<file path="src/rtl/sst_pkg.sv">
package sst_pkg;
  localparam int CHAR_BITS = 8;
  typedef logic [CHAR_BITS-1:0] char_t;
endpackage

</file>
<file path="src/rtl/sst_fifo.sv">
module sst_fifo #(
  parameter int W     = 8,
  parameter int DEPTH = 4,
  localparam int AW   = $clog2(DEPTH),
  localparam int CW   = AW + 1
) (
  input  logic          clk,
  input  logic          rst,
  input  logic          wr,
  input  logic [W-1:0]  din,
  input  logic          rd,
  output logic [W-1:0]  dout,
  output logic [CW-1:0] count,
  output logic          full,
  output logic          empty
);
  logic [W-1:0]  mem [DEPTH];
  logic [AW-1:0] wptr, rptr;

  always_ff @(posedge clk) begin
    if (wr && !full) mem[wptr] <= din;
  end

  always_ff @(posedge clk) begin
    if (rst) begin
      wptr  <= '0;
      rptr  <= '0;
      count <= '0;
    end else begin
      if (wr && !full)  wptr <= wptr + 1'b1;
      if (rd && !empty) rptr <= rptr + 1'b1;
      case ({wr && !full, rd && !empty})
        2'b10:   count <= count + 1'b1;
        2'b01:   count <= count - 1'b1;
        default: count <= count;
      endcase
    end
  end

  assign dout  = mem[rptr];
  assign full  = (count == CW'(DEPTH));
  assign empty = (count == '0);
endmodule

</file>
<file path="src/rtl/sst_clkgen.sv">
module sst_clkgen #(
  parameter int DIVW = 8,
  parameter int CHAR_BITS = 8,
  localparam int PW = $clog2(CHAR_BITS) + 1
) (
  input  logic            clk,
  input  logic            rst,
  input  logic            ext_mode,
  input  logic            req,
  input  logic [DIVW-1:0] div,
  input  logic            sck_in,
  output logic            sck_out,
  output logic            fall_stb,
  output logic            rise_stb
);
  logic            active, sck_r, fall_i, rise_i, fall_e, rise_e;
  logic [DIVW-1:0] hcnt;
  logic [PW-1:0]   pcnt;
  logic [1:0]      hold;
  logic [2:0]      sync;

  always_ff @(posedge clk) begin
    if (rst) begin
      active <= 1'b0;
      sck_r  <= 1'b1;
      hcnt   <= '0;
      pcnt   <= '0;
      hold   <= '0;
      fall_i <= 1'b0;
      rise_i <= 1'b0;
    end else begin
      fall_i <= 1'b0;
      rise_i <= 1'b0;
      if (ext_mode) begin
        active <= 1'b0;
        sck_r  <= 1'b1;
        hcnt   <= '0;
        pcnt   <= '0;
      end else if (!active) begin
        if (hold != 2'd0) hold <= hold - 2'd1;
        else if (req) begin
          active <= 1'b1;
          hcnt   <= '0;
          pcnt   <= '0;
        end
      end else if (hcnt == div) begin
        hcnt  <= '0;
        sck_r <= ~sck_r;
        if (sck_r) fall_i <= 1'b1;
        else begin
          rise_i <= 1'b1;
          pcnt   <= pcnt + 1'b1;
          if (pcnt == PW'(CHAR_BITS - 1)) begin
            active <= 1'b0;
            hold   <= 2'd3;
          end
        end
      end else begin
        hcnt <= hcnt + 1'b1;
      end
    end
  end

  // external clock: two-flop synchronizer plus one stage for edge detection
  always_ff @(posedge clk) begin
    if (rst) begin
      sync   <= 3'b111;
      fall_e <= 1'b0;
      rise_e <= 1'b0;
    end else begin
      sync   <= {sync[1:0], sck_in};
      fall_e <= sync[2] & ~sync[1];
      rise_e <= ~sync[2] & sync[1];
    end
  end

  assign sck_out  = sck_r;
  assign fall_stb = ext_mode ? fall_e : fall_i;
  assign rise_stb = ext_mode ? rise_e : rise_i;
endmodule

</file>
<file path="src/rtl/sync_serial_xcvr.sv">
module sync_serial_xcvr
  import sst_pkg::*;
#(
  parameter int DEPTH = 4,
  parameter int DIVW  = 8,
  localparam int AW   = $clog2(DEPTH),
  localparam int CW   = AW + 1,
  localparam int BW   = $clog2(CHAR_BITS) + 1
) (
  input  logic            clk,
  input  logic            rst,
  input  logic            tx_en,
  input  logic            rx_en,
  input  logic            clk_sel_ext,
  input  logic [DIVW-1:0] baud_div,
  input  logic [CW-1:0]   rx_trig,
  input  logic            tx_wr,
  input  logic [7:0]      tx_data,
  output logic            tx_full,
  input  logic            rx_rd,
  output logic [7:0]      rx_data,
  output logic [CW-1:0]   rx_count,
  output logic            rx_ready,
  output logic            overrun,
  input  logic            overrun_clr,
  input  logic            sck_in,
  output logic            sck_out,
  output logic            sdo,
  input  logic            sdi
);
  logic          fall_stb, rise_stb, burst_req;
  logic          txf_empty, txf_pop, rxf_full, rxf_empty, rx_done;
  char_t         txf_dout;
  logic [CW-1:0] txf_count;
  logic [BW-1:0] tcnt, rcnt;
  char_t         tsh, rsh;
  char_t         rx_char;

  assign burst_req = (tx_en && !txf_empty) ||
                     (rx_en && !tx_en && (rx_count < rx_trig));

  sst_clkgen #(.DIVW(DIVW), .CHAR_BITS(CHAR_BITS)) u_clk (
    .clk(clk), .rst(rst), .ext_mode(clk_sel_ext), .req(burst_req),
    .div(baud_div), .sck_in(sck_in), .sck_out(sck_out),
    .fall_stb(fall_stb), .rise_stb(rise_stb)
  );

  sst_fifo #(.W(CHAR_BITS), .DEPTH(DEPTH)) u_txf (
    .clk(clk), .rst(rst), .wr(tx_wr), .din(tx_data), .rd(txf_pop),
    .dout(txf_dout), .count(txf_count), .full(tx_full), .empty(txf_empty)
  );

  // transmitter: loads on the first falling edge, shifts on the next seven
  assign txf_pop = tx_en && fall_stb && (tcnt == '0) && !txf_empty;

  always_ff @(posedge clk) begin
    if (rst) sdo <= 1'b1;
    else if (txf_pop) sdo <= txf_dout[0];
    else if (tx_en && fall_stb && tcnt != '0 && tcnt < BW'(CHAR_BITS)) sdo <= tsh[0];
  end

  always_ff @(posedge clk) begin
    if (rst || !tx_en) begin
      tcnt <= '0;
      tsh  <= '0;
    end else if (fall_stb) begin
      if (txf_pop) begin
        tsh  <= txf_dout >> 1;
        tcnt <= BW'(1);
      end else if (tcnt != '0 && tcnt < BW'(CHAR_BITS)) begin
        tsh  <= tsh >> 1;
        tcnt <= tcnt + 1'b1;
      end
    end else if (rise_stb && tcnt == BW'(CHAR_BITS)) begin
      tcnt <= '0;
    end
  end

  // receiver: samples on rising edges, least significant bit first
  assign rx_done = rx_en && rise_stb && (rcnt == BW'(CHAR_BITS - 1));
  assign rx_char = {sdi, rsh[CHAR_BITS-1:1]};

  always_ff @(posedge clk) begin
    if (rst) rsh <= '0;
    else if (rx_en && rise_stb) rsh <= rx_char;
  end

  always_ff @(posedge clk) begin
    if (rst || !rx_en) rcnt <= '0;
    else if (rise_stb) rcnt <= rx_done ? '0 : rcnt + 1'b1;
  end

  sst_fifo #(.W(CHAR_BITS), .DEPTH(DEPTH)) u_rxf (
    .clk(clk), .rst(rst), .wr(rx_done), .din(rx_char), .rd(rx_rd),
    .dout(rx_data), .count(rx_count), .full(rxf_full), .empty(rxf_empty)
  );

  always_ff @(posedge clk) begin
    if (rst) overrun <= 1'b0;
    else if (rx_done && rxf_full) overrun <= 1'b1;
    else if (overrun_clr) overrun <= 1'b0;
  end

  assign rx_ready = (rx_count >= rx_trig);
endmodule

</file>
<file path="config.mk">
export PLATFORM = sky130hd
export DESIGN_NAME = sync_serial_xcvr
export DESIGN_NICKNAME = d
export VERILOG_FILES = /design/src/rtl/sst_pkg.sv /design/src/rtl/sst_fifo.sv /design/src/rtl/sst_clkgen.sv /design/src/rtl/sync_serial_xcvr.sv
export SDC_FILE = /design/constraint.sdc
export NUM_CORES = 1
export LEC_CHECK = 0
export ABC_AREA = 1
export BUFFER_PORTS_ARGS = -buffer_cell sky130_fd_sc_hd__buf_4
export CELL_PAD_IN_SITES_DETAIL_PLACEMENT = 1
export CELL_PAD_IN_SITES_GLOBAL_PLACEMENT = 2
export CORE_MARGIN = 2
export CORE_UTILIZATION = 37
export CTS_BUF_LIST = sky130_fd_sc_hd__clkbuf_8 sky130_fd_sc_hd__clkbuf_16
export CTS_CLUSTER_SIZE = 20
export DETAILED_ROUTE_END_ITERATION = 6
export GPL_ROUTABILITY_DRIVEN = 0
export PLACE_DENSITY = 0.82
export SETUP_SLACK_MARGIN = 0.15
export SLEW_MARGIN = 5
export SYNTH_ARGS = -nofsm -noshare
export SYNTH_HDL_FRONTEND = slang
export SYNTH_SLANG_ARGS = --single-unit
</file>
<file path="constraint.sdc">
create_clock -name clk -period 2.8 [get_ports clk]
set_input_delay 0.42 -clock clk [delete_from_list [all_inputs] [get_ports clk]]
set_output_delay 0.42 -clock clk [all_outputs]
set_load 0.02 [all_outputs]
</file>
# --- Yosys cells after proc, flatten, opt, wreduce, memory -nomap -nowiden ---
# Memory sizes are Yosys's and may differ from the RTL's. A register that Yosys moved wholly into a read port is not among the register bits.
# Cells that the tools add are included.
classes:
  add_sub_neg: 13
  n_lt_le_gt_ge: 3
  n_eq_ne: 15
  n_mux: 45
  bitwise: 8
  n_reduce_logical: 47
op_table:
  columns: ["op", "count"]
  rows:
  - ["$mux W8", 6]
  - ["$mux W4", 10]
  - ["$mux W1", 18]
  - ["$mux W2", 9]
  - ["$reduce_bool A2 Y1", 9]
  - ["$logic_and A1 B1 Y1", 17]
  - ["$add A4 B1 Y4 const B", 3]
  - ["$pmux W3 S2", 2]
  - ["$add A2 B1 Y2 const B", 4]
  - ["$add A8 B1 Y8 const B", 1]
  - ["$eq A4 B3 Y1 const B", 2]
  - ["$eq A8 B8 Y1", 1]
  - ["$reduce_and A2 Y1", 4]
  - ["$add A3 B1 Y3 const B", 2]
  - ["$eq A3 B3 Y1 const B", 2]
  - ["$logic_not A1 Y1", 6]
  - ["$logic_not A3 Y1", 2]
  - ["$ne A2 B2 Y1 const B", 3]
  - ["$not A1 Y1", 6]
  - ["$sub A3 B1 Y3 const B", 2]
  - ["$reduce_and A5 Y1", 1]
  - ["$eq A2 B1 Y1 const B", 2]
  - ["$eq A2 B2 Y1 const B", 2]
  - ["$eq A4 B4 Y1 const B", 1]
  - ["13 further kinds", 16]
word_totals:
  reg_bits: 63
  ram_bits: 64
  wordCells: 155
  n_memories: 2
memory_table:
  columns: ["name", "depth", "word_bits", "read_ports", "rd_clocked_by_memory_dff", "wr", "line_no", "text"]
  rows:
  - ["u_rxf.mem", 4, 8, 1, 1, 1, "sst_fifo.sv:17", "logic [W-1:0] mem [DEPTH];"]
  - ["u_txf.mem", 4, 8, 1, 1, 1, "sst_fifo.sv:17", null]

# --- Depth between registers and ports, before layout ---
# Gate-level depths: netlist (run 1).
depth:
  depth_word: 7
  depth_mapped: 15
  ltp_nobuf: 15

# --- Modules after synthesis ---
# From an unflattened synthesis (run 1), not the netlist that was laid out.
hier_totals:
  cells_unflattened: 645
  hier_area_um2: 5826.8
modules_own_cells:
  columns: ["module", "instances", "cells_per_inst", "area_each_um2", "seq_area_each_um2"]
  rows:
  - ["sst_fifo", 2, 146, 1685.4, 1141.1]
  - ["sync_serial_xcvr", 1, 184, 1271.2, 480.5]
  - ["sst_clkgen", 1, 169, 1184.9, 460.4]

# --- Worst setup path before layout (run 1) ---
# Ideal clock, no wire load.
synth_path:
  path_kind: "register -> register"
  start: "register u_txf.count[0]"
  end: "register u_txf.count[2]"
  setup_ps: 122
  t_arrival_ps: 2162
  required_ps: 2678
  setup_slack_ps: 516
  path_stages_with_launch: 11
  synth_period_minus_slack_ps: 2284
  cell_sequence: "dfxtp_1 -> nor3_1 -> nor2_1 -> inv_1 -> ha_1 -> inv_1 -> fa_1 -> a21oi_1 -> o21ai_0 -> o21ai_0 -> a21oi_1"
synth_via:
  elab_cells_between_ends: 13
  classes_between: "2 x add/sub; 3 x eq/ne; 1 x mux; 7 x reduce/logical"
synth_rtl:
  columns: ["element", "line_no", "text"]
  rows:
  - ["start, declared", "sst_fifo.sv:13", "output logic [CW-1:0] count,"]
  - ["start signal, assigned", "sst_fifo.sv:33", "2'b10: count <= count + 1'b1;"]
  - ["start signal, assigned", "sst_fifo.sv:34", "2'b01: count <= count - 1'b1;"]
  - ["start signal, assigned", "sst_fifo.sv:35", "default: count <= count;"]
  - ["$eq A3 B3 Y1 *", "sst_fifo.sv:41", "assign full = (count == CW'(DEPTH));"]
  - ["net tx_full", "sync_serial_xcvr.sv:19", "output logic tx_full,"]
  - ["$logic_not A1 Y1 *", "sst_fifo.sv:32", "case ({wr && !full, rd && !empty})"]
  - ["$logic_and A1 B1 Y1 *", "sst_fifo.sv:32", null]
  - ["$eq A2 B1 Y1 / $eq A2 B2 Y1 (equally long branches)", "sst_fifo.sv:32", null]
  - ["$pmux W3 S2 / $reduce_bool A2 Y1 (equally long branches)", null, null]
# The timed path passes the listed nets; every way through them passes the cells marked *.
# A chain may end at the register's enable or synchronous reset.

# --- Final worst setup path (run 1) ---
layout_path:
  start: "register tcnt[0]"
  end: "register u_txf.count[2]"
layout_via:
  elab_chain_cells: 6
  elab_cells_between_ends: 8
  classes_between: "2 x eq/ne; 1 x mux; 5 x reduce/logical"
layout_rtl:
  columns: ["element", "line_no", "text"]
  rows:
  - ["start, declared", "sync_serial_xcvr.sv:35", "logic [BW-1:0] tcnt, rcnt;"]
  - ["start signal, assigned", "sync_serial_xcvr.sv:72", "tcnt <= tcnt + 1'b1;"]
  - ["$logic_not A4 Y1 *", "sync_serial_xcvr.sv:54", "assign txf_pop = tx_en && fall_stb && (tcnt == '0) && !txf_empty;"]
  - ["$logic_and A1 B1 Y1 * (2 in series)", "sync_serial_xcvr.sv:54", null]
  - ["$logic_and A1 B1 Y1 *", "sst_fifo.sv:32", null]
  - ["$eq A2 B1 Y1 / $eq A2 B2 Y1 (equally long branches)", "sst_fifo.sv:32", null]
  - ["$pmux W3 S2 / $reduce_bool A2 Y1 (equally long branches)", null, null]
# Mark *: on every way between the ends. The rest lies on a longest branch, timed or not.

==> impl_summary.log, run 1 <==
[metrics] number of rows in the core area: between 40 and 50
[metrics] estimated wirelength of the detail-placed design: about 9000 microns
[metrics] Initial Utilization: 38.2%
[metrics] number of antenna cells inserted: 0
[metrics] number of pins exceeding their max-slew limit in the final report: 0
[metrics] number of stages on the worst setup path: 11
[metrics] post-synthesis sequential element count: 129
[metrics] worst supply voltage drop on vdd: slightly above 400 uV
[metrics] sequential cell area fraction in the yosys report: between 50% and 60%
[metrics] endpoint of the worst-slack reg-to-reg timing path: u_txf.count[2]
[metrics] Worst Setup SP: tcnt[0]
[metrics] status: complete, no violations
[metrics] total via count after detailed routing: around 4200
[metrics] CTS tree: built
[metrics] synthesized-area fraction occupied by and/or/nand/nor cells: between 10% and 20%
[metrics] largest driver fanout on the critical path: 6
[metrics] worst path bufs/invs: 2
[metrics] largest cells by area after synthesis: edfxtp_1 (34%), dfxtp_1 (23%), nor2_1 (6.2%)
[metrics] register-to-register path setup slack: approximately 410 ps
[metrics] starting DRC count in detailed routing: 200
[metrics] pin count of the biggest net entering global routing: 25
[metrics] Top-Level Pins: 45
[metrics] Routed WL: between 10000 and 15000 microns
[metrics] total nets after synthesis: between 600 and 700
[metrics] post-synthesis average cell area: 9.23 sq um
[metrics] Worst Clk Skew: 8.96 ps
[metrics] Hold Crit Class: input port to flop
[metrics] accumulated negative setup slack: 0 ps
[metrics] Avg Vias per Cell: between 4 and 5
[metrics] kind of cell adding the most delay to the critical path: adder cells
[metrics] power density of the placed cells: about 650 nW/um^2
[metrics] number of distinct library cells after synthesis: 38
[metrics] Max-cap violations: 0
[metrics] remaining antenna violation count after routing: 0
[metrics] Critical Path AT: about 2700 ps
[metrics] H-tree level count: 4
[metrics] Critical path destination: u_txf.count[2]
[metrics] number of flops mapped to enable cells by yosys: 64
[metrics] Synth Area in Compound Gates: between 10% and 20%
[metrics] Post-CTS Setup Inserts: 0
[metrics] required time at the worst-slack endpoint: just over 3000 ps
[metrics] worst stage delay on the critical path: 370 ps
[metrics] first-pass GRT wire length: about 21000 microns
[metrics] classification of the worst setup path: flop to flop
[metrics] proportion of netlist area held by the largest area contributor: 34.3%
[metrics] die area: 16100 sq um
[metrics] clock-pin slew on the worst setup and hold paths: 60 ps
[metrics] crit path cell chain: inv_1 > ha_1 > nand3_4 > nor3_4 > ha_1 > inv_1 > fa_1 > a21oi_1 > o21ai_0 > o21ai_0 > a21oi_1
[metrics] fmax: between 400 and 500 MHz
[metrics] slowest CP cell: fa_1
[metrics] dominant combinational cell family by area after synthesis: simple AND/OR/NAND/NOR gates
[metrics] count of mapped cells out of synthesis: between 600 and 700
[metrics] GRT Residual Overflow: 0
[metrics] post-synthesis share of cell area spent on xor and xnor gates: roughly 1.1%
[metrics] cell taking the most area after synthesis: edfxtp_1
[metrics] post-synth design cell area: 5600 sq um
[metrics] worst-margin pin slew: 729 ps
[metrics] sequential cell area in the final layout: approximately 3200 sq um
[metrics] total of warnings raised by yosys: 0
[metrics] input/output buffers: between 40 and 50
[metrics] Static Leakage: 2.63 nW
[metrics] number of cell instances on the worst register-to-register path: 11
[metrics] Final Hold Vio Count: 0
[metrics] total of hold buffers inserted after clock tree synthesis: 0
[metrics] Area growth, synth to finish: 20.1%
[metrics] startpoint type of the worst setup path: flop
[metrics] CTS Root Cell: clkbuf_16
[metrics] initial antenna violation count: 0
[metrics] min cycle time layout: between 2000 and 2500 ps
[metrics] number of endpoints failing setup at the final stage: 0
[metrics] height of the die: between 100 and 150 microns
[metrics] worst-skew pair later-pin latency: about 410 ps
[metrics] Clock Sinks: between 100 and 150
[metrics] Core Box Area: about 15000 sq um
[metrics] crit share post-route: 85.2%
[metrics] DRT Pass-1 Iters: 4
[metrics] Setup crit end kind: flop
[metrics] synthesized-area fraction occupied by adder cells: 4.96%
[metrics] via count of the first global-routing pass: roughly 4400
[metrics] Final #Nets: between 700 and 800
[metrics] Reg2Reg Launch Point: tcnt[0]
[metrics] unrepaired setup endpoints after global routing: no
[metrics] number of gates given a new drive strength after cts: 0
[metrics] layout cells sized above 1: between 10% and 20%
[metrics] DRC viols: 0
[metrics] routed len/inst: about 14 microns
[metrics] area occupied by multi-input gates: about 2000 sq um
[metrics] Die W: approximately 130 microns
[metrics] worst slew slack as a fraction of its limit: between 50% and 60%
[metrics] share of flip-flops with an asynchronous set or reset: 0%
[metrics] multiplexer share of the synthesized area: 0%
[metrics] Max clock buf depth: 2
[metrics] most used flip-flop cell after synthesis: dfxtp_1
[metrics] fill cell count: ~1700
[metrics] Tot Pwr: ~4.4 mW
[metrics] cts bufs inserted: 17
[metrics] Overall Global Routing Usage: between 10% and 20%
## routing by layer
metal / up-vias / track usage [%] / wire length, microns
met4: 0 / 6.53 / 211
met5: - / 0 / 0
li1: 2153 / - / -
met3: 13 / 3.64 / 210
met1: 2029 / 18.4 / 5430
met2: 42 / 29.6 / 6560
## cell type report
| cell class | instances | share of cell area, % |
|---|---|---|
| clock inverter | 14 | 1.75 |
| sequential | 129 | 47.9 |
| tap | 184 | 3.42 |
| timing repair buffer | 55 | 6.14 |
| clock buffer | 18 | 6.53 |
| inverter | 75 | 4.19 |
| multi-input combinational | 390 | 30.1 |
## worst register-to-register path, delay by kind of cell, from the launching register on
family,cells,cell delay (ps)
adder cells (fa/ha/maj),3,800
AO/OA/AOI/OAI,4,510
AND/OR/NAND/NOR,2,460
flip-flops,1,350
buffers and inverters,2,160
## worst min-delay path by stage
stage | from | endpoint | cells after the start
finish | sck_in | u_clk.sync[0] | 2
global route | sck_in | u_clk.sync[0] | 2
CTS | tx_data[6] | u_txf.mem[3][6] | 1
detailed placement | u_clk.sync[0] | u_clk.sync[1] | 1
global placement | u_clk.sync[0] | u_clk.sync[1] | 1
floorplan | u_clk.sync[0] | u_clk.sync[1] | 1
## layout by cell type, fill, tap and decap left out, types with 2 or more instances in the layout
master	n
a21oi_1	42
a21oi_2	2
a31oi_1	2
buf_4	55
clkbuf_16	17
clkinv_1	2
clkinv_2	3
clkinv_4	3
clkinvlp_4	4
dfxtp_1	65
edfxtp_1	64
fa_1	2
ha_1	19
inv_1	70
inv_2	5
nand2_1	91
nand2_2	2
nand3_1	20
nand4_1	6
nor2_1	92
nor2_4	2
nor3_1	8
o21ai_0	63
o21ai_1	9
o22ai_1	8
or2_2	3
xnor2_1	4
xor2_1	3
## sequential cells by signal, indices dropped and copies added (netlist names), 4 cells and up, named ones only
register and cells:
tcnt 4, u_rxf.mem 32, u_txf.mem 32, rsh 7, tsh 7, u_clk.hcnt 8, u_clk.pcnt 4, rcnt 4
## report_power, final
part / total [mW] / switching [mW] / internal (mW) / leakage, nW
Sequential: 2.04 / 0.0198 / 2.02 / 1.09
Clock: 2.04 / 0.807 / 1.24 / 0.267
Combinational: 0.271 / 0.175 / 0.0959 / 1.27
## stage by stage
step           instances  utilization [%]  worst slack [ps]  hold slack, ps  area, sq um
2_1_floorplan        607                -               516             389         5600
3_3_place_gp         833             42.1               417             400         6170
3_5_place_dp         833             42.1               336             395         6170
4_1_cts              865             45.9               400             188         6730
5_1_grt              865             45.9               172             182         6730
6_report             865             45.9               414             202         6730
## synth_stat cells, drive strengths merged, types with 2 or more instances
| library cell | instances |
|---|---|
| nand3 | 22 |
| o22ai | 8 |
| nor2 | 95 |
| clkbuf | 8 |
| edfxtp | 64 |
| fa | 2 |
| xor2 | 3 |
| xnor2 | 4 |
| nand4 | 6 |
| a21oi | 44 |
| dfxtp | 65 |
| buf | 5 |
| o21ai | 73 |
| a31oi | 2 |
| inv | 74 |
| nand2 | 93 |
| or2 | 3 |
| ha | 19 |
| nor3 | 9 |
## logic make-up after synthesis
group / Yosys count
flops: 129
buf+inv: 88
compound gates: 133
fa+ha+maj: 21
simple gates: 229
xor+xnor: 7
Note: power is estimated with default switching activity, not from simulation.
==> run 2, diff against run 1 <==
--- a/config.mk
+++ b/config.mk
@@ -10,12 +10,12 @@
 export CELL_PAD_IN_SITES_DETAIL_PLACEMENT = 1
 export CELL_PAD_IN_SITES_GLOBAL_PLACEMENT = 2
 export CORE_MARGIN = 2
-export CORE_UTILIZATION = 37
-export CTS_BUF_LIST = sky130_fd_sc_hd__clkbuf_8 sky130_fd_sc_hd__clkbuf_16
+export CORE_UTILIZATION = 39
+export CTS_BUF_LIST = sky130_fd_sc_hd__clkbuf_2 sky130_fd_sc_hd__clkbuf_4 sky130_fd_sc_hd__clkbuf_8
 export CTS_CLUSTER_SIZE = 20
 export DETAILED_ROUTE_END_ITERATION = 6
 export GPL_ROUTABILITY_DRIVEN = 0
-export PLACE_DENSITY = 0.82
+export PLACE_DENSITY = 0.86
 export SETUP_SLACK_MARGIN = 0.15
 export SLEW_MARGIN = 5
 export SYNTH_ARGS = -nofsm -noshare
==> impl_summary.log, run 2 (synthesis results as in run 1) <==
[metrics] Core Box Area: 13900 sq um (-4.8%)
[metrics] Max-cap violations: 0 (unchanged)
[metrics] Static Leakage: 2.55 nW (-3.3%)
[metrics] number of endpoints failing setup at the final stage: 0 (unchanged)
[metrics] clock-pin slew on the worst setup and hold paths: 70 ps (about the same)
[metrics] power density of the placed cells: 578 nW/um^2 (-11%)
[metrics] status: complete, no violations
[metrics] CTS tree: built
[metrics] Initial Utilization: 40.2% (+1.9 points)
[metrics] commonest non-fill, non-tap cells in the layout: nor2_1 (92), nand2_1 (91), inv_1 (69), dfxtp_1 (65), edfxtp_1 (64)
[metrics] starting DRC count in detailed routing: 208 (+4.0%)
[metrics] Overall Global Routing Usage: 17.8% (+1.6 points)
[metrics] layout cells sized above 1: 15.4% (+0.17 points)
[metrics] first-pass GRT wire length: 20900 microns (+0.47%)
[metrics] min cycle time layout: 2320 ps (-66.7 ps)
[metrics] initial antenna violation count: 0 (unchanged)
[metrics] placed instance count: 828 (-0.60%)
[metrics] fmax: 431 MHz (+2.9%)
[metrics] DRC viols: 0 (unchanged)
[metrics] Final Hold Vio Count: 0 (unchanged)
[metrics] input/output buffers: 44 (unchanged)
[metrics] kind of cell adding the most delay to the critical path: adder cells
[metrics] Hold Crit Class: input port to flop
[metrics] source of the worst hold timing path: sck_in
[metrics] remaining antenna violation count after routing: 0 (unchanged)
[metrics] Setup crit end kind: flop
[metrics] worst-margin pin slew: 670 ps (-59.5 ps)
[metrics] largest driver fanout on the critical path: 6 (unchanged)
[metrics] classification of the worst setup path: flop to flop
[metrics] DRT Pass-1 Iters: 4 (unchanged)
[metrics] fill cell count: 1628 (-4.2%)
[metrics] Reg2Reg Launch Point: tcnt[0]
[metrics] number of pins exceeding their max-slew limit in the final report: 0 (unchanged)
[metrics] unrepaired setup endpoints after global routing: no
[metrics] worst path bufs/invs: 2 (unchanged)
[metrics] number of gates given a new drive strength after cts: 0 (unchanged)
[metrics] worst supply voltage drop on vdd: 383 uV (-7.8%)
[metrics] utilization after layout: 46.8% (+0.89 points)
[metrics] worst slew slack as a fraction of its limit: 55.3% (+4.0 points)
[metrics] H-tree level count: 4 (unchanged)
[metrics] Top-Level Pins: 45 (unchanged)
[metrics] Post-CTS Setup Inserts: 0 (unchanged)
[metrics] Worst Clk Skew: 8.66 ps (-0.296 ps)
[metrics] via count of the first global-routing pass: 4405 (-0.54%)
[metrics] Max clock buf depth: 2 (unchanged)
[metrics] number of rows in the core area: 43 (-2.3%)
[metrics] total via count after detailed routing: 4210 (-0.64%)
[metrics] total of hold buffers inserted after clock tree synthesis: 0 (unchanged)
[metrics] estimated wirelength of the detail-placed design: 9000 microns (-0.13%)
[metrics] cts bufs inserted: 17 (unchanged)
[metrics] routed len/inst: 14.3 microns (-0.57%)
[metrics] height of the die: 124 microns (-2.5%)
[metrics] crit path cell chain: inv_1 > ha_1 > nand3_4 > nor3_4 > ha_1 > inv_1 > fa_1 > a21oi_1 > o21ai_0 > o21ai_0 > a21oi_1
[metrics] Critical Path AT: 2640 ps (-40 ps)
[metrics] worst stage delay on the critical path: 380 ps (about the same)
[metrics] pin count of the biggest net entering global routing: 25 (unchanged)
[metrics] die area: 15300 sq um (-5.0%)
[metrics] Worst Setup SP: tcnt[0]
[metrics] Area growth, synth to finish: 16.5%
[metrics] CTS Root Cell: clkbuf_8
[metrics] Final #Nets: 717 (-0.14%)
[metrics] Routed WL: 12300 microns (-1.1%)
[metrics] post-route non-filler standard cell count: 860 (-0.58%)
[metrics] worst-skew pair later-pin latency: 430 ps (+20 ps)
[metrics] registers with the highest flip-flop counts: u_rxf.mem: 32 flops, u_txf.mem: 32 flops, u_clk.hcnt: 8 flops
[metrics] startpoint type of the worst setup path: flop
[metrics] GRT Residual Overflow: 0 (unchanged)
[metrics] most frequent standard cell in the layout excluding fill and tap cells: nor2_1
[metrics] slowest CP cell: fa_1
[metrics] required time at the worst-slack endpoint: 3120 ps (+30 ps)
[metrics] Clock Sinks: 129 (unchanged)
[metrics] Avg Vias per Cell: 4.90 (about the same)
[metrics] accumulated negative setup slack: 0 ps (unchanged)
[metrics] Die W: 124 microns (-2.5%)
[metrics] crit share post-route: 82.8% (-2.4 points)
[metrics] number of antenna cells inserted: 0 (unchanged)
-- run 2: cell types whose count changed in the layout (fill, tap and decap cells not counted) --
cell / previous run / this run
clkbuf_16: 17 / 0
clkinv_2: 3 / 4
clkinv_1: 2 / 1
inv_1: 70 / 69
clkinvlp_4: 4 / 3
buf_4: 55 / 54
clkbuf_8: 1 / 17
inv_6: 1 / 4
-- run 2: final timing paths --
check | cells after the start | to | slack (ps)
worst min-delay path | 2 | u_clk.sync[0] | 180
worst max register to register | 11 | u_txf.count[2] | 480
worst max-delay path | 11 | u_txf.count[2] | 480
worst min register to register | 1 | u_clk.sync[1] | 420
-- run 2: through the flow --
| step | power, mW | setup slack (ps) | cell area [sq um] | hold slack (ps) |
|---|---|---|---|---|
| after CTS | 3.84 | 382 | 6530 | 147 |
| after floorplan | 2.24 | 516 | 5600 | 389 |
| after global placement | 2.34 | 417 | 6160 | 401 |
| after global routing | 3.94 | 199 | 6530 | 146 |
| final | 3.77 | 481 | 6530 | 176 |
| after detailed placement | 2.36 | 340 | 6160 | 402 |
-- run 2: layout make-up --
type,instances,area (sq um),share of cell area [%]
Clock buffer,17,234,3.59
Clock inverter,15,134,2.05
Inverter,75,282,4.31
Timing Repair Buffer,54,405,6.21
Sequential cell,129,3220,49.4
Multi-Input combinational cell,390,2020,31.0
Tap cell,180,225,3.45
-- run 2: metal layers --
metal,part of all wire (%),routed length (microns),global-route usage [%]
met2,52,6350,32.1
met5,0,0,0
met1,43,5340,20.1
met4,2.0,249,6.75
met3,2.8,338,4.72
-- run 2: power breakdown --
group          leakage, nW  switching (mW)  total, mW  internal (mW)
registers             1.09          0.0205       2.04           2.02
logic                 1.27           0.173      0.268         0.0947
clock network        0.183           0.758       1.46          0.707
total                 2.55           0.952       3.77           2.82
==> run 3, diff against run 2 <==
--- a/config.mk
+++ b/config.mk
@@ -5,7 +5,7 @@
 export SDC_FILE = /design/constraint.sdc
 export NUM_CORES = 1
 export LEC_CHECK = 0
-export ABC_AREA = 1
+export ABC_AREA = 0
 export BUFFER_PORTS_ARGS = -buffer_cell sky130_fd_sc_hd__buf_4
 export CELL_PAD_IN_SITES_DETAIL_PLACEMENT = 1
 export CELL_PAD_IN_SITES_GLOBAL_PLACEMENT = 2
@@ -15,7 +15,7 @@
 export CTS_CLUSTER_SIZE = 20
 export DETAILED_ROUTE_END_ITERATION = 6
 export GPL_ROUTABILITY_DRIVEN = 0
-export PLACE_DENSITY = 0.86
+export PLACE_DENSITY = 0.83
 export SETUP_SLACK_MARGIN = 0.15
 export SLEW_MARGIN = 5
 export SYNTH_ARGS = -nofsm -noshare
==> constraint.sdc (replaced) <==
create_clock -name clk -period 1.95 [get_ports clk]
set_input_delay 0.2925 -clock clk [delete_from_list [all_inputs] [get_ports clk]]
set_output_delay 0.2925 -clock clk [all_outputs]
set_load 0.02 [all_outputs]
==> impl_summary.log, run 3 <==
[metrics] Internal Power: 4.50 mW (+60%)
[metrics] count of mapped cells out of synthesis: 445 (-27%)
[metrics] worst-skew pair later-pin latency: 430 ps (about the same)
[metrics] slowest CP cell: or4_4
[metrics] Clock Sinks: 129 (unchanged)
[metrics] crit share post-route: 124% (+41 points)
[metrics] Worst Clk Skew: 13.5 ps (+4.88 ps)
[metrics] post-synthesis average cell area: 12.5 sq um (+35%)
[metrics] remaining antenna violation count after routing: 0 (unchanged)
[metrics] number of flops mapped to enable cells by yosys: 64 (unchanged)
[metrics] Critical Path AT: 2790 ps (+150 ps)
[metrics] required time at the worst-slack endpoint: 2310 ps (-810 ps)
[metrics] worst stage delay on the critical path: 530 ps (+150 ps)
[metrics] Setup crit end kind: flop
[metrics] die area: 15200 sq um (-0.86%)
[metrics] worst slew slack as a fraction of its limit: 67.0% (+12 points)
[metrics] Initial Utilization: 40.0% (-0.20 points)
[metrics] sequential cell area fraction in the yosys report: 58.1% (+0.52 points)
[metrics] Routed WL: 11900 microns (-3.4%)
[metrics] unrepaired setup endpoints after global routing: yes
[metrics] registers with the highest flip-flop counts: u_rxf.mem: 32 flops, u_txf.mem: 32 flops, u_clk.hcnt: 8 flops
[metrics] total nets after synthesis: 495 (-25%)
[metrics] Max clock buf depth: 2 (unchanged)
[metrics] Top-Level Pins: 45 (unchanged)
[metrics] final setup margin: -474 ps (-955 ps)
[metrics] H-tree level count: 4 (unchanged)
[metrics] GRT Residual Overflow: 0 (unchanged)
[metrics] clock-pin slew on the worst setup and hold paths: 70 ps (about the same)
[metrics] portion of total power attributed to combinational logic: 5.7% (-1.4 points)
[metrics] min cycle time layout: 2420 ps (+105 ps)
[metrics] Core Box Area: 13900 sq um (-0.39%)
[metrics] proportion of netlist area held by the largest area contributor: 34.6% (+0.31 points)
[metrics] number of endpoints failing setup at the final stage: 3 (+3)
[metrics] Max-cap violations: 0 (unchanged)
[metrics] number of antenna cells inserted: 0 (unchanged)
[metrics] dpl cell area: 6450 sq um (+4.8%)
[metrics] Die W: 123 microns (-0.43%)
[metrics] routed len/inst: 16.1 microns (+13%)
[metrics] status: finished, violations left
[metrics] crit path cell chain: inv_2 > ha_4 > nand2b_4 > or4_4 > inv_4 > ha_4 > inv_2 > fa_2 > xor2_1 > or3_1 > a21oi_2
[metrics] number of distinct library cells after synthesis: 61 (+61%)
[metrics] share of flip-flops with an asynchronous set or reset: 0% (unchanged)
[metrics] worst-margin pin slew: 494 ps (-176 ps)
[metrics] worst supply voltage drop on vdd: 419 uV (+9.6%)
[metrics] reported net switching power: 1.24 mW (+30%)
[metrics] worst slack at placement: -498 ps (-838 ps)
[metrics] Final Hold Vio Count: 0 (unchanged)
[metrics] Post-synth top cells: dfxtp_1 (65), edfxtp_1 (64), nor2_1 (44), nand2_1 (29)
[metrics] Sw Share: 21.5% (-3.7 points)
[metrics] post-synth design cell area: 5550 sq um (-0.89%)
[metrics] total of warnings raised by yosys: 0 (unchanged)
[metrics] library cell with the highest instance count after synthesis: dfxtp_1
[metrics] height of the die: 123 microns (-0.43%)
[metrics] most used flip-flop cell after synthesis: dfxtp_1
[metrics] largest cells by area after synthesis: edfxtp_1 (35%), dfxtp_1 (23%), mux4_2 (6.5%)
[metrics] hold_ws: 46.7 ps (-129 ps)
[metrics] Avg Vias per Cell: 4.98 (+1.8%)
[metrics] Area growth, synth to finish: 28.7%
[metrics] Static Leakage: 2.55 nW (about the same)
[metrics] startpoint type of the worst setup path: flop
[metrics] commonest non-fill, non-tap cells in the layout: buf_4 (80), edfxtp_1 (64), dfxtp_1 (58), nor2_1 (43), nand2_1 (29)
[metrics] CTS Root Cell: clkbuf_8
[metrics] power density of the placed cells: 803 nW/um^2 (+39%)
[metrics] accumulated negative setup slack: -900 ps (-900 ps)
[metrics] classification of the worst setup path: flop to flop
[metrics] Final #Nets: 592 (-17%)
[metrics] kind of cell adding the most delay to the critical path: simple AND/OR/NAND/NOR gates
[metrics] layout cells sized above 1: 35.9% (+20 points)
[metrics] Hold Crit Class: input port to flop
[metrics] post-route cell area: 7140 sq um (+9.5%)
[metrics] cell taking the most area after synthesis: edfxtp_1
[metrics] area occupied by multi-input gates: 2320 sq um (+15%)
[metrics] initial antenna violation count: 0 (unchanged)
[metrics] fill cell count: 1432 (-12%)
[metrics] fmax: 413 MHz (-4.3%)
[metrics] DRC viols: 0 (unchanged)
[metrics] via count of the first global-routing pass: 4042 (-8.2%)
[metrics] part of the power in registers: 50.6% (-3.4 points)
[metrics] DRT Pass-1 Iters: 4 (unchanged)
[metrics] Overall Global Routing Usage: 17.1% (-0.71 points)
[metrics] input/output buffers: 44 (unchanged)
[metrics] violated checks: negative setup slack
[metrics] most frequent standard cell in the layout excluding fill and tap cells: buf_4
[metrics] total via count after detailed routing: 3663 (-13%)
[metrics] part of the total power dissipated in the clock network: 43.7% (+4.8 points)
[metrics] CTS tree: built
[metrics] number of rows in the core area: 43 (unchanged)
[metrics] post-synthesis sequential element count: 129 (unchanged)
[metrics] pin count of the biggest net entering global routing: 20 (-20%)
[metrics] largest driver fanout on the critical path: 2 (-4)
[metrics] utilization after layout: 51.5% (+4.6 points)
[metrics] cts bufs inserted: 17 (unchanged)
[metrics] sequential cell area in the final layout: 3230 sq um (+0.35%)
[metrics] estimated wirelength of the detail-placed design: 8640 microns (-4.0%)
[metrics] total of hold buffers inserted after clock tree synthesis: 0 (unchanged)
[metrics] starting DRC count in detailed routing: 143 (-31%)
[metrics] number of pins exceeding their max-slew limit in the final report: 0 (unchanged)
[metrics] first-pass GRT wire length: 19800 microns (-5.1%)
[metrics] worst path bufs/invs: 3 (+1)
==> run 3: kinds of logic (layout without fill, tap and decap cells) <==
group | after synthesis | after routing | share of synthesized area, %
buffers and inverters | 39 | 149 | 3.29
AOI/OAI and AO/OA | 63 | 63 | 7.60
DFF | 129 | 129 | 58.1
muxes | 33 | 33 | 9.87
and+or+nand+nor | 137 | 137 | 12.5
adders and majority gates | 21 | 21 | 5.00
xor gates and xnor gates | 23 | 23 | 3.63
==> run 3: what timing repair did <==
action,CTS,global route
endpoints found under the setup margin,25,34
pin swaps,6,5
gates resized for setup,33,13
buffers inserted,4,2
==> run 3: final timing paths <==
check	from	to	slack, ps	cells after the start
worst min register to register	u_clk.sync[0]	u_clk.sync[1]	410	1
worst min-delay path	sck_in	u_clk.sync[0]	50	2
worst max-delay path	tcnt[1]	u_txf.count[2]	-470	11
worst max register to register	tcnt[1]	u_txf.count[2]	-470	11
==> run 3: routing by layer <==
| metal | part of all wire, % | track usage (%) | vias to the layer above | wire length (microns) |
|---|---|---|---|---|
| met5 | 0 | 0 | - | 0 |
| met3 | 2.1 | 3.37 | 15 | 244 |
| met2 | 53 | 30.6 | 40 | 6230 |
| met4 | 1.6 | 6.96 | 0 | 189 |
| met1 | 44 | 20.0 | 1805 | 5200 |
| li1 | - | - | 1803 | - |
==> run 3: cell type report <==
type	count	area share [%]
inverters	21	1.24
well taps	180	3.15
clock buffers	20	3.68
repair buffers	96	11.5
flip-flops and latches	129	45.3
multi-input cells	277	32.5
clock inverters	12	2.58
==> run 3: metrics by stage <==
| stage | instances | total power, mW |
|---|---|---|
| 5_1_grt | 735 | 5.96 |
| 4_1_cts | 733 | 5.81 |
| 6_report | 735 | 5.74 |
| 3_5_place_dp | 697 | 3.27 |
| 2_1_floorplan | 445 | 3.12 |
| 3_3_place_gp | 697 | 3.25 |
==> run 3: power by group through the flow <==
| stage | sequential, mW | combinational, mW | clock [mW] |
|---|---|---|---|
| final | 2.90 | 0.327 | 2.51 |
| after global routing | 2.91 | 0.364 | 2.68 |
| after CTS | 2.90 | 0.323 | 2.58 |
| after detailed placement | 2.97 | 0.304 | 0 |
| after global placement | 2.96 | 0.287 | 0 |
| after floorplan | 2.96 | 0.164 | 0 |
